[src/rtl/wdog_pkg.sv]
// Shared types for the slave-select watchdog.
package wdog_pkg;
    // States of the window timer.
    typedef enum logic [1:0] {
        WD_IDLE  = 2'd0,  // disabled or loading
        WD_COUNT = 2'd1,  // counting ticks toward the window
        WD_PULSE = 2'd2   // driving the CPU reset pulse
    } wd_state_t;
endpackage

[src/rtl/ssw_select_monitor.sv]
// Watches slave select and reports a clean service. A clean service is a
// select that is released with no data moved while it was held. The service
// strobe is combinational and high in the cycle where ss_n_i rises.
// Assumes ss_n_i and xfer_i are already synchronous to clk.
module ssw_select_monitor (
    input  logic clk,
    input  logic rst_n,
    input  logic ss_n_i,
    input  logic xfer_i,
    output logic svc_o
);
    logic ss_q;
    logic dirty_q;

    // Track the previous select level and whether this select carried data.
    always_ff @(posedge clk) begin
        if (!rst_n) begin
            ss_q    <= 1'b1;
            dirty_q <= 1'b0;
        end else begin
            ss_q <= ss_n_i;
            if (!ss_n_i) begin
                dirty_q <= ss_q ? xfer_i : (dirty_q | xfer_i);
            end else begin
                dirty_q <= 1'b0;
            end
        end
    end

    // Service on a rising select edge when no data moved during the select.
    always_comb begin
        svc_o = !ss_q && ss_n_i && !dirty_q && !xfer_i;
    end

    // a transfer cycle inside a select never leads to service next cycle
    a_r4_xfer_blocks_service: assert property (@(posedge clk) disable iff (!rst_n)
        (!ss_n_i && xfer_i) |=> !svc_o);

    // service only occurs on a rising edge of slave select
    a_r3_service_on_release: assert property (@(posedge clk) disable iff (!rst_n)
        svc_o |-> (ss_n_i && !ss_q));
endmodule

[src/rtl/ssw_window_timer.sv]
// Counts prescaler ticks between services. When the count reaches the window,
// it raises a one-cycle expiry strobe and then holds the CPU reset high for a
// programmed number of ticks. Assumes tick_i is a single-cycle enable. A zero
// window or pulse length is taken as one.
module ssw_window_timer
    import wdog_pkg::*;
#(
    parameter int CNT_W = 16,
    parameter int PLS_W = 8
) (
    input  logic             clk,
    input  logic             rst_n,
    input  logic             en_i,
    input  logic             tick_i,
    input  logic             svc_i,
    input  logic [CNT_W-1:0] win_i,
    input  logic [PLS_W-1:0] plen_i,
    output logic             expire_o,
    output logic             cpu_rst_o
);
    localparam int CW1 = CNT_W + 1;
    localparam int PW1 = PLS_W + 1;

    wd_state_t        state_q;
    logic [CNT_W-1:0] cnt_q;
    logic [PLS_W-1:0] pcnt_q;
    logic             win_hit;
    logic             pls_hit;

    // Compare the next count against the limit, so that 0 and 1 behave alike.
    always_comb begin
        win_hit = ({1'b0, cnt_q} + CW1'(1)) >= {1'b0, win_i};
        pls_hit = ({1'b0, pcnt_q} + PW1'(1)) >= {1'b0, plen_i};
    end

    // Expiry: a tick in the counting state, with no service, reaching the window.
    always_comb begin
        expire_o = (state_q == WD_COUNT) && en_i && !svc_i && tick_i && win_hit;
    end

    // Reset output comes straight from the pulse state.
    always_comb begin
        cpu_rst_o = (state_q == WD_PULSE);
    end

    // State and counters: the enable overrides everything, and service beats a tick.
    always_ff @(posedge clk) begin
        if (!rst_n) begin
            state_q <= WD_IDLE;
            cnt_q   <= '0;
            pcnt_q  <= '0;
        end else if (!en_i) begin
            state_q <= WD_IDLE;
            cnt_q   <= '0;
            pcnt_q  <= '0;
        end else begin
            unique case (state_q)
                WD_IDLE: begin
                    state_q <= WD_COUNT;
                    cnt_q   <= '0;
                end
                WD_COUNT: begin
                    if (svc_i) begin
                        cnt_q <= '0;
                    end else if (tick_i) begin
                        if (win_hit) begin
                            state_q <= WD_PULSE;
                            pcnt_q  <= '0;
                        end else begin
                            cnt_q <= cnt_q + CNT_W'(1);
                        end
                    end
                end
                WD_PULSE: begin
                    if (tick_i) begin
                        if (pls_hit) begin
                            state_q <= WD_COUNT;
                            cnt_q   <= '0;
                        end else begin
                            pcnt_q <= pcnt_q + PLS_W'(1);
                        end
                    end
                end
                default: begin
                    state_q <= WD_IDLE;
                end
            endcase
        end
    end

    // an expiry starts the reset pulse at the next edge
    a_r2_expire_starts_pulse: assert property (@(posedge clk) disable iff (!rst_n)
        expire_o |=> cpu_rst_o);

    // with the enable low, the reset output is low from the next edge
    a_r8_disable_quiet: assert property (@(posedge clk) disable iff (!rst_n)
        !en_i |=> !cpu_rst_o);

    // a pulse continues while enabled and no terminal tick arrives
    a_r6_pulse_holds: assert property (@(posedge clk) disable iff (!rst_n)
        (cpu_rst_o && en_i && !(tick_i && pls_hit)) |=> cpu_rst_o);

    // when the pulse ends with the enable high, counting restarts at zero
    a_r5_restart_after_pulse: assert property (@(posedge clk) disable iff (!rst_n)
        ($fell(cpu_rst_o) && $past(en_i)) |-> (state_q == WD_COUNT && cnt_q == '0));

    // a service in the counting state clears the count
    a_r9_service_clears: assert property (@(posedge clk) disable iff (!rst_n)
        (svc_i && en_i && state_q == WD_COUNT) |=> (cnt_q == '0));
endmodule

[src/rtl/ssw_status_flag.sv]
// Sticky watchdog flag. An expiry sets it and a status read clears it.
// When both happen in one cycle, the set wins so no expiry is lost.
module ssw_status_flag (
    input  logic clk,
    input  logic rst_n,
    input  logic set_i,
    input  logic rd_i,
    output logic flag_o
);
    // Hold the flag: set has priority over a read.
    always_ff @(posedge clk) begin
        if (!rst_n) begin
            flag_o <= 1'b0;
        end else if (set_i) begin
            flag_o <= 1'b1;
        end else if (rd_i) begin
            flag_o <= 1'b0;
        end
    end

    // an expiry always leaves the flag set, even with a read in that cycle
    a_r7_set_wins: assert property (@(posedge clk) disable iff (!rst_n)
        set_i |=> flag_o);

    // a read without an expiry clears the flag
    a_r7_read_clears: assert property (@(posedge clk) disable iff (!rst_n)
        (rd_i && !set_i) |=> !flag_o);
endmodule

[src/rtl/ssw_watchdog.sv]
// Slave-select watchdog supervisor, top level. It joins the select monitor,
// the window timer and the status flag. Assumes every input is synchronous
// to clk and that tick_i comes from a shared prescaler.
module ssw_watchdog #(
    parameter int CNT_W = 16,
    parameter int PLS_W = 8
) (
    input  logic             clk,
    input  logic             rst_n,
    input  logic             tick_i,
    input  logic             ss_n_i,
    input  logic             xfer_i,
    input  logic             wd_en_i,
    input  logic             stat_rd_i,
    input  logic [CNT_W-1:0] win_i,
    input  logic [PLS_W-1:0] pulse_len_i,
    output logic             cpu_rst_o,
    output logic             wd_flag_o
);
    logic svc;
    logic expire;

    ssw_select_monitor u_mon (
        .clk    (clk),
        .rst_n  (rst_n),
        .ss_n_i (ss_n_i),
        .xfer_i (xfer_i),
        .svc_o  (svc)
    );

    ssw_window_timer #(
        .CNT_W (CNT_W),
        .PLS_W (PLS_W)
    ) u_tmr (
        .clk       (clk),
        .rst_n     (rst_n),
        .en_i      (wd_en_i),
        .tick_i    (tick_i),
        .svc_i     (svc),
        .win_i     (win_i),
        .plen_i    (pulse_len_i),
        .expire_o  (expire),
        .cpu_rst_o (cpu_rst_o)
    );

    ssw_status_flag u_flag (
        .clk    (clk),
        .rst_n  (rst_n),
        .set_i  (expire),
        .rd_i   (stat_rd_i),
        .flag_o (wd_flag_o)
    );

    // both outputs are low in the cycle after a reset
    a_r1_reset_quiet: assert property (@(posedge clk)
        !rst_n |=> (!cpu_rst_o && !wd_flag_o));
endmodule

[config.mk]
export PLATFORM = sky130hd
export DESIGN_NAME = ssw_watchdog
export DESIGN_NICKNAME = d
export VERILOG_FILES = /design/src/rtl/wdog_pkg.sv /design/src/rtl/ssw_select_monitor.sv /design/src/rtl/ssw_window_timer.sv /design/src/rtl/ssw_status_flag.sv /design/src/rtl/ssw_watchdog.sv
export SDC_FILE = /design/constraint.sdc
export NUM_CORES = 1
export LEC_CHECK = 0
export ABC_AREA = 1
export BUFFER_PORTS_ARGS = -buffer_cell sky130_fd_sc_hd__buf_2
export CORE_MARGIN = 8
export CORE_UTILIZATION = 58
export CTS_CLUSTER_SIZE = 25
export DETAILED_ROUTE_END_ITERATION = 8
export GPL_TIMING_DRIVEN = 0
export PLACE_DENSITY_LB_ADDON = 0.05
export SYNTH_ARGS = -nofsm -noshare
export SYNTH_HDL_FRONTEND = slang
export SYNTH_SLANG_ARGS = --single-unit
[constraint.sdc]
create_clock -name clk -period 3.6 [get_ports clk]
set_input_delay 0.18 -clock clk [delete_from_list [all_inputs] [get_ports clk]]
set_output_delay 0.18 -clock clk [all_outputs]
set_load 0.1 [all_outputs]
# Word level (Yosys, flattened, before mapping)

Index checks and enable logic that the tools add are counted.

Flip-flop bits (word level): 29

Add/subtract/negate cells: 4
Mux-type cells: 21
Reduce and logical (&&, ||, !) cells: 20
$lt $le $gt $ge: 2
Eq/ne operators: 10
Bitwise logic cells: 2

Operators with widths:

| kind                                                                  | count |
|---|---|
| 16-bit 2-to-1 mux                                                     | 5 |
| 16-bit case mux with 3 select lines                                   | 1 |
| 8-bit 2-to-1 mux                                                      | 5 |
| 16-bit by 1-bit adder with 17-bit output, second input constant       | 1 |
| 17-bit by 16-bit greater-or-equal comparator with 1-bit output        | 1 |
| 16-bit by 1-bit adder with 16-bit output, second input constant       | 1 |
| 8-bit case mux with 2 select lines                                    | 1 |
| 2-bit 2-to-1 mux                                                      | 5 |
| 5-bit AND reduction                                                   | 2 |
| 8-bit by 1-bit adder with 9-bit output, second input constant         | 1 |
| 9-bit by 8-bit greater-or-equal comparator with 1-bit output          | 1 |
| 8-bit by 1-bit adder with 8-bit output, second input constant         | 1 |
| 2-bit != test, second input constant                                  | 4 |
| 1-bit logical AND                                                     | 7 |
| 3-bit by 2-bit != test with 1-bit output, second input constant       | 2 |
| 2-bit case mux with 3 select lines                                    | 1 |
| 6-bit AND reduction                                                   | 1 |
| 1-bit logical NOT                                                     | 4 |
| 2-bit by 1-bit != test with 1-bit output, second input constant       | 2 |
| 2-bit nonzero test                                                    | 2 |
| 1-bit 2-to-1 mux                                                      | 3 |
| 3-bit nonzero test                                                    | 1 |
| 2-bit by 1-bit equality test with 1-bit output, second input constant | 1 |
| 2-bit equality test, second input constant                            | 1 |
| other kinds (5)                                                       | 5 |

# Logic depth before layout (Yosys ltp)

Depth after elaboration: 9
Depth in mapped cells: 24

# By module

A second synthesis with hierarchy kept.

Cell total of the unflattened synthesis: 406
Area, all modules: 2518.7 µm²

By module, submodules not included:

| module             | times used | sequential area each (µm²) | cells each | area each (µm²) |
|---|---|---|---|---|
| ssw_window_timer   | 1          | 520.5                      | 390        | 2393.5 |
| ssw_select_monitor | 1          | 40.0                       | 10         | 81.3 |
| ssw_status_flag    | 1          | 20.0                       | 6          | 43.8 |

# Least setup slack after synthesis

OpenSTA, ideal clock, no wires.

Path kind: flip-flop to flip-flop
Start: register u_tmr.cnt_q[0]
End: register u_tmr.cnt_q[8]
Data arrival time: 2408 ps
Setup time: 115 ps
Path buffers: 1
Cell stages (with the launch flop): 22
Data required time: 3485 ps
Path slack: 1077 ps
Path through: dfxtp_1 inv_1 nor2_1 nand3_1 nor2_1 inv_1 nor2_1 nand2_1 xor2_1 ha_1 nand2_1 nor2_1 nand4_1 nor2_1 nand2_1 nand3_2 nand2_1 nand2_2 nand2_4 buf_6 a21oi_1 nor2_1

Longest elaborated chain between the ends: 5
Elaborated cells on any way between the ends: 9

Ends and longest elaborated chain:

| item                                                                             | RTL line               | RTL |
|---|---|---|
| from (decl)                                                                      | ssw_window_timer.sv:25 | `logic [CNT_W-1:0] cnt_q;` |
| from (signal assigned)                                                           | ssw_window_timer.sv:70 | `cnt_q <= cnt_q + CNT_W'(1);` |
| branches (longest 5 deep; another with 16-bit by 1-bit adder with 17-bit output) | n/a                    |  |

Several ways; the timed one is not identified. The select of a mux whose other input is x is not followed.
A chain may end at the register's enable or synchronous reset.

# Worst setup path after layout

Start: register u_tmr.cnt_q[0]
End: register u_tmr.state_q[0]

Longest elaborated chain between the ends: 4

Ends and longest elaborated chain:

| item                                                           | RTL line               | RTL |
|---|---|---|
| 16-bit by 1-bit adder with 17-bit output                       | ssw_window_timer.sv:32 | `win_hit = ({1'b0, cnt_q} + CW1'(1)) >= {1'b0, win_i};` |
| 17-bit by 16-bit greater-or-equal comparator with 1-bit output | ssw_window_timer.sv:32 |  |
| 2-bit by 1-bit != test with 1-bit output (no line)             | n/a                    |  |
| 5-bit AND reduction (no line)                                  | n/a                    |  |
| to (signal assigned)                                           | ssw_window_timer.sv:49 | `state_q <= WD_IDLE;` |
| to (signal assigned)                                           | ssw_window_timer.sv:53 | `state_q <= WD_IDLE;` |
| to (signal assigned)                                           | ssw_window_timer.sv:59 | `state_q <= WD_COUNT;` |
| to (decl)                                                      | ssw_window_timer.sv:24 | `wd_state_t state_q;` |

Every way passes these cells.

==> PnR_summary.wiki <==
{| class="wikitable"
! Metric !! Value
|-
| Run status || completed
|-
| Slack of the critical path || roughly 0.52 ns
|-
| Post-synth EDFFs || 0
|-
| N_diodes || 0
|-
| Start point of the critical path || u_tmr.cnt_q[0]$_SDFFE_PN0P_
|-
| Number of antenna violations at the first check in global routing || 0
|-
| Startpoint kind of the worst setup timing path || flip-flop
|-
| Placement Rows || 24
|-
| Static leakage power || ~1.5 nW
|-
| Share of total power in sequential cells || a little under half
|-
| Pre-CTS worst setup slack || ~0.53 ns
|-
| Mean Syn Cell Area || between 6 and 7 sq um
|-
| Cell type with the highest aggregate area in the netlist || dfxtp_1
|-
| Relative contribution of the clock network to total power || approximately 35%
|-
| Total area of multi-input combinational cells || 0.00163 sq mm
|-
| Min cycle time layout || between 3 and 4 ns
|-
| Pin count of the biggest net entering global routing || 11
|-
| Number of standard cells after synthesis || 390
|-
| Sequential area share after synthesis || 23.2%
|-
| Number of cells in the finished layout apart from fillers || 480
|-
| Final standard cell utilization of the core || about two thirds
|-
| Post-CTS setup repair buffer count || 0
|-
| Largest vdd supply drop || between 0.2 and 0.25 mV
|-
| Die area || 0.00667 sq mm
|-
| Mapped Nets || ~450
|-
| Type of the worst min-delay path || input port to flip-flop
|-
| Die W || 81.7 um
|-
| Fin Clk Skew || a little under 0.006 ns
|-
| Number of nets still failing antenna checks after routing || 0
|-
| Synth top area cells || dfxtp_1 23%, nand2_1 15%, ha_1 13%
|-
| Commonest cells post-synth || 99 x nand2_1, 54 x inv_1, 49 x nor2_1, 38 x nand3_1, 34 x a21oi_1
|-
| Switching share of power || 27.8%
|-
| Post-detail-place hpwl || about 4300 um
|-
| Clock tree from TritonCTS || done
|-
| TNS Setup || 0 ns
|-
| Top Ports || 33
|-
| Detailed router's first-iteration violation count || between 200 and 250
|-
| Total routed wire length on the met1 layer || 2720 um
|-
| Layout area overhead || 11.9%
|-
| Quantity of gates resized following cts || 0
|-
| Total length of routed met2 wires || 2390 um
|-
| Internal power consumption || 0.509 mW
|-
| Number of failing setup endpoints in the final timing report || 0
|-
| Total via count after detailed routing || 2425
|-
| Main synth FF type || dfxtp_1
|-
| IO Port Bufs || 32
|-
| Final Slew Violations || 0
|-
| Length of the first detailed-routing pass in iterations || 5
|-
| WP data required || around 3.8 ns
|-
| Yosys top cell area share || ~23%
|-
| Total CTS buffers || 5
|-
| Cell at the root of the clock tree || clkbuf_8
|-
| Hold bufs inserted after CTS || 0
|-
| Worst endpoint data arrival time || ~3.3 ns
|-
| Uppermost layer routed || met4
|-
| Core area || 0.00426 sq mm
|-
| Share of async-settable or async-resettable flops after synthesis || 0%
|-
| Layout cell share with drive strength beyond 1 || ~15%
|-
| Vias/cell || roughly 5
|-
| Logic depth of the worst register-to-register path || 21
|-
| Count of warnings emitted by yosys || 0
|-
| Crit Path Class || flip-flop to flip-flop
|-
| Average routed wire per standard cell || 11.2 um
|-
| Final weighted congestion of routability-driven global placement || 0.883
|-
| Net switching power of the design || 0.196 mW
|-
| Total wire length after detailed routing || about 5400 um
|-
| Setup crit end kind || flip-flop
|-
| Flop-to-flop setup slack || 0.52 ns
|-
| Number of library cell types mapped by synthesis || 30
|-
| RSZ-0062 raised after global routing || false
|-
| Fill cell count || 445
|-
| Congestion Overflow GR || 0
|-
| Slew at the pin closest to its max-slew limit || around 0.56 ns
|-
| Die Height || about 82 um
|-
| Slowest-stage cell, CP || dfxtp_1
|-
| Crit-path cells || inv_1 -> nor2_1 -> nand3_1 -> nor2_1 -> inv_1 -> nor2_1 -> nand2_1 -> xor2_1 -> ha_1 -> nand2_1 -> nor2_1 -> nand4_1 -> nor2_1 -> nand2_1 -> nand3_2 -> nand3_2 -> nand2_2 -> buf_6 -> nand3_1 -> nand2_1 -> nor2_1
|-
| Worst-path maximum fanout || 10
|-
| Max Clock Freq || 324 MHz
|-
| Initial standard-cell utilization of the core || 58.7%
|-
| Synth Register Bits || 29
|-
| Residual DRC count || 0
|-
| Power density cells || 252 mW/mm^2
|-
| First-pass GRT wire length || between 9000 and 10000 um
|-
| Dominant cell by count in the synthesized netlist || nand2_1
|-
| Maximum number of buffers from clock root to sink || 2
|-
| Vias in the first global route || 2190
|-
| Worst relative slew slack || a little over three fifths
|-
| Netlist area before placement || about 0.0025 sq mm
|-
| Critical path's most frequent cell || nor2_1
|-
| Maximum cell stage delay along the critical path || around 0.42 ns
|-
| Area of all sequential standard cells || ~580 sq um
|-
| CTS clk-pin slew, worst paths || about 0.06 ns
|-
| Maxcap violations || 0
|-
| Terminus of the critical flop-to-flop path || u_tmr.state_q[0]$_SDFFE_PN0P_
|-
| Destination of the critical timing path || u_tmr.state_q[0]$_SDFFE_PN0P_
|-
| GRT Overall Usage || between 10% and 20%
|-
| Clock sinks || 29
|-
| Worst R2R Start || u_tmr.cnt_q[0]$_SDFFE_PN0P_
|-
| Proportion of power drawn by combinational gates || between 15 and 20%
|-
| H-tree depth || 2
|-
| Fin nets || about 500
|-
| Worst Hold Launch || ss_n_i
|-
| Routed length on met3 || 214 um
|-
| Number of hold-slack violations in the final timing report || 0
|-
| Placed Instances || ~470
|-
| Final period utilization || between 80% and 90%
|-
| Clock latency at the later pin of the worst-skew pair || between 0.2 and 0.3 ns
|}
[power groups by stage]
stage,Sequential (mW),Clock (mW),Combinational [mW]
floorplan,0.343,0,0.0867
global placement,0.345,0,0.119
detailed placement,0.346,0,0.123
CTS,0.339,0.248,0.123
global route,0.340,0.261,0.140
finish,0.339,0.244,0.123
[cell type report]
class,count,area share (%)
flip-flops and latches,29,20.7
repair buffers,32,5.71
clock inverters,1,0.179
clock buffers,5,2.46
inverters,55,7.37
multi-input cells,295,58.1
well taps,52,2.32
plain buffers,11,3.17
[cell families after synthesis]
kind of cell | after synthesis | synth area share [%]
AO/OA/AOI/OAI | 39 | 8.45
flip-flops | 29 | 23.2
buffers and inverters | 66 | 11.8
XOR/XNOR | 17 | 5.95
AND/OR/NAND/NOR | 213 | 37.6
adder cells (fa/ha/maj) | 26 | 13.0
[registers in the layout, summed over array words and instances, names as in the netlist]
signal,count
u_flag.flag_o,1
u_mon.dirty_q,1
u_mon.ss_q,1
u_tmr.cnt_q,16
u_tmr.pcnt_q,8
u_tmr.state_q,2
[worst min path at each step]
stage                            endpoint  slack [ns]  depth (start not counted)
floorplan           u_mon.ss_q$_SDFF_PN1_        0.27                          1
global placement    u_mon.ss_q$_SDFF_PN1_        0.39                          3
detailed placement  u_mon.ss_q$_SDFF_PN1_        0.40                          3
CTS                 u_mon.ss_q$_SDFF_PN1_        0.11                          3
global route        u_mon.ss_q$_SDFF_PN1_        0.13                          3
finish              u_mon.ss_q$_SDFF_PN1_        0.11                          3
[critical path, delay by kind of cell, from the launching register on]
kind          cells  cell delay (ns)
simple gates     16             1.79
flops             1             0.42
buf+inv           3             0.34
fa+ha+maj         1             0.28
xor+xnor          1             0.17
[layout by cell type (no fill, tap or decap), types with 5 or more instances in the layout]
cell,n
nand2_1,99
inv_1,54
nor2_1,49
nand3_1,38
a21oi_1,34
buf_2,34
dfxtp_1,29
ha_1,26
xor2_1,11
xnor2_1,6
nand4_1,5
clkbuf_8,5
[metal layers]
layer / vias to the layer above / GRT usage [%]
met5: - / 0
met3: 5 / 3.72
met1: 1074 / 22.9
met2: 40 / 27.4
met4: 0 / 5.26
li1: 1306 / -
[per-stage QoR]
stage                     cell area (sq um)  power (mW)  hold slack (ns)
after floorplan                        2500       0.430            0.269
after global placement                 2730       0.465            0.389
after detailed placement               2730       0.468            0.396
after CTS                              2800       0.710            0.108
after global routing                   2800       0.741            0.133
final                                  2800       0.705            0.109
(Power assumes the default switching activity.)
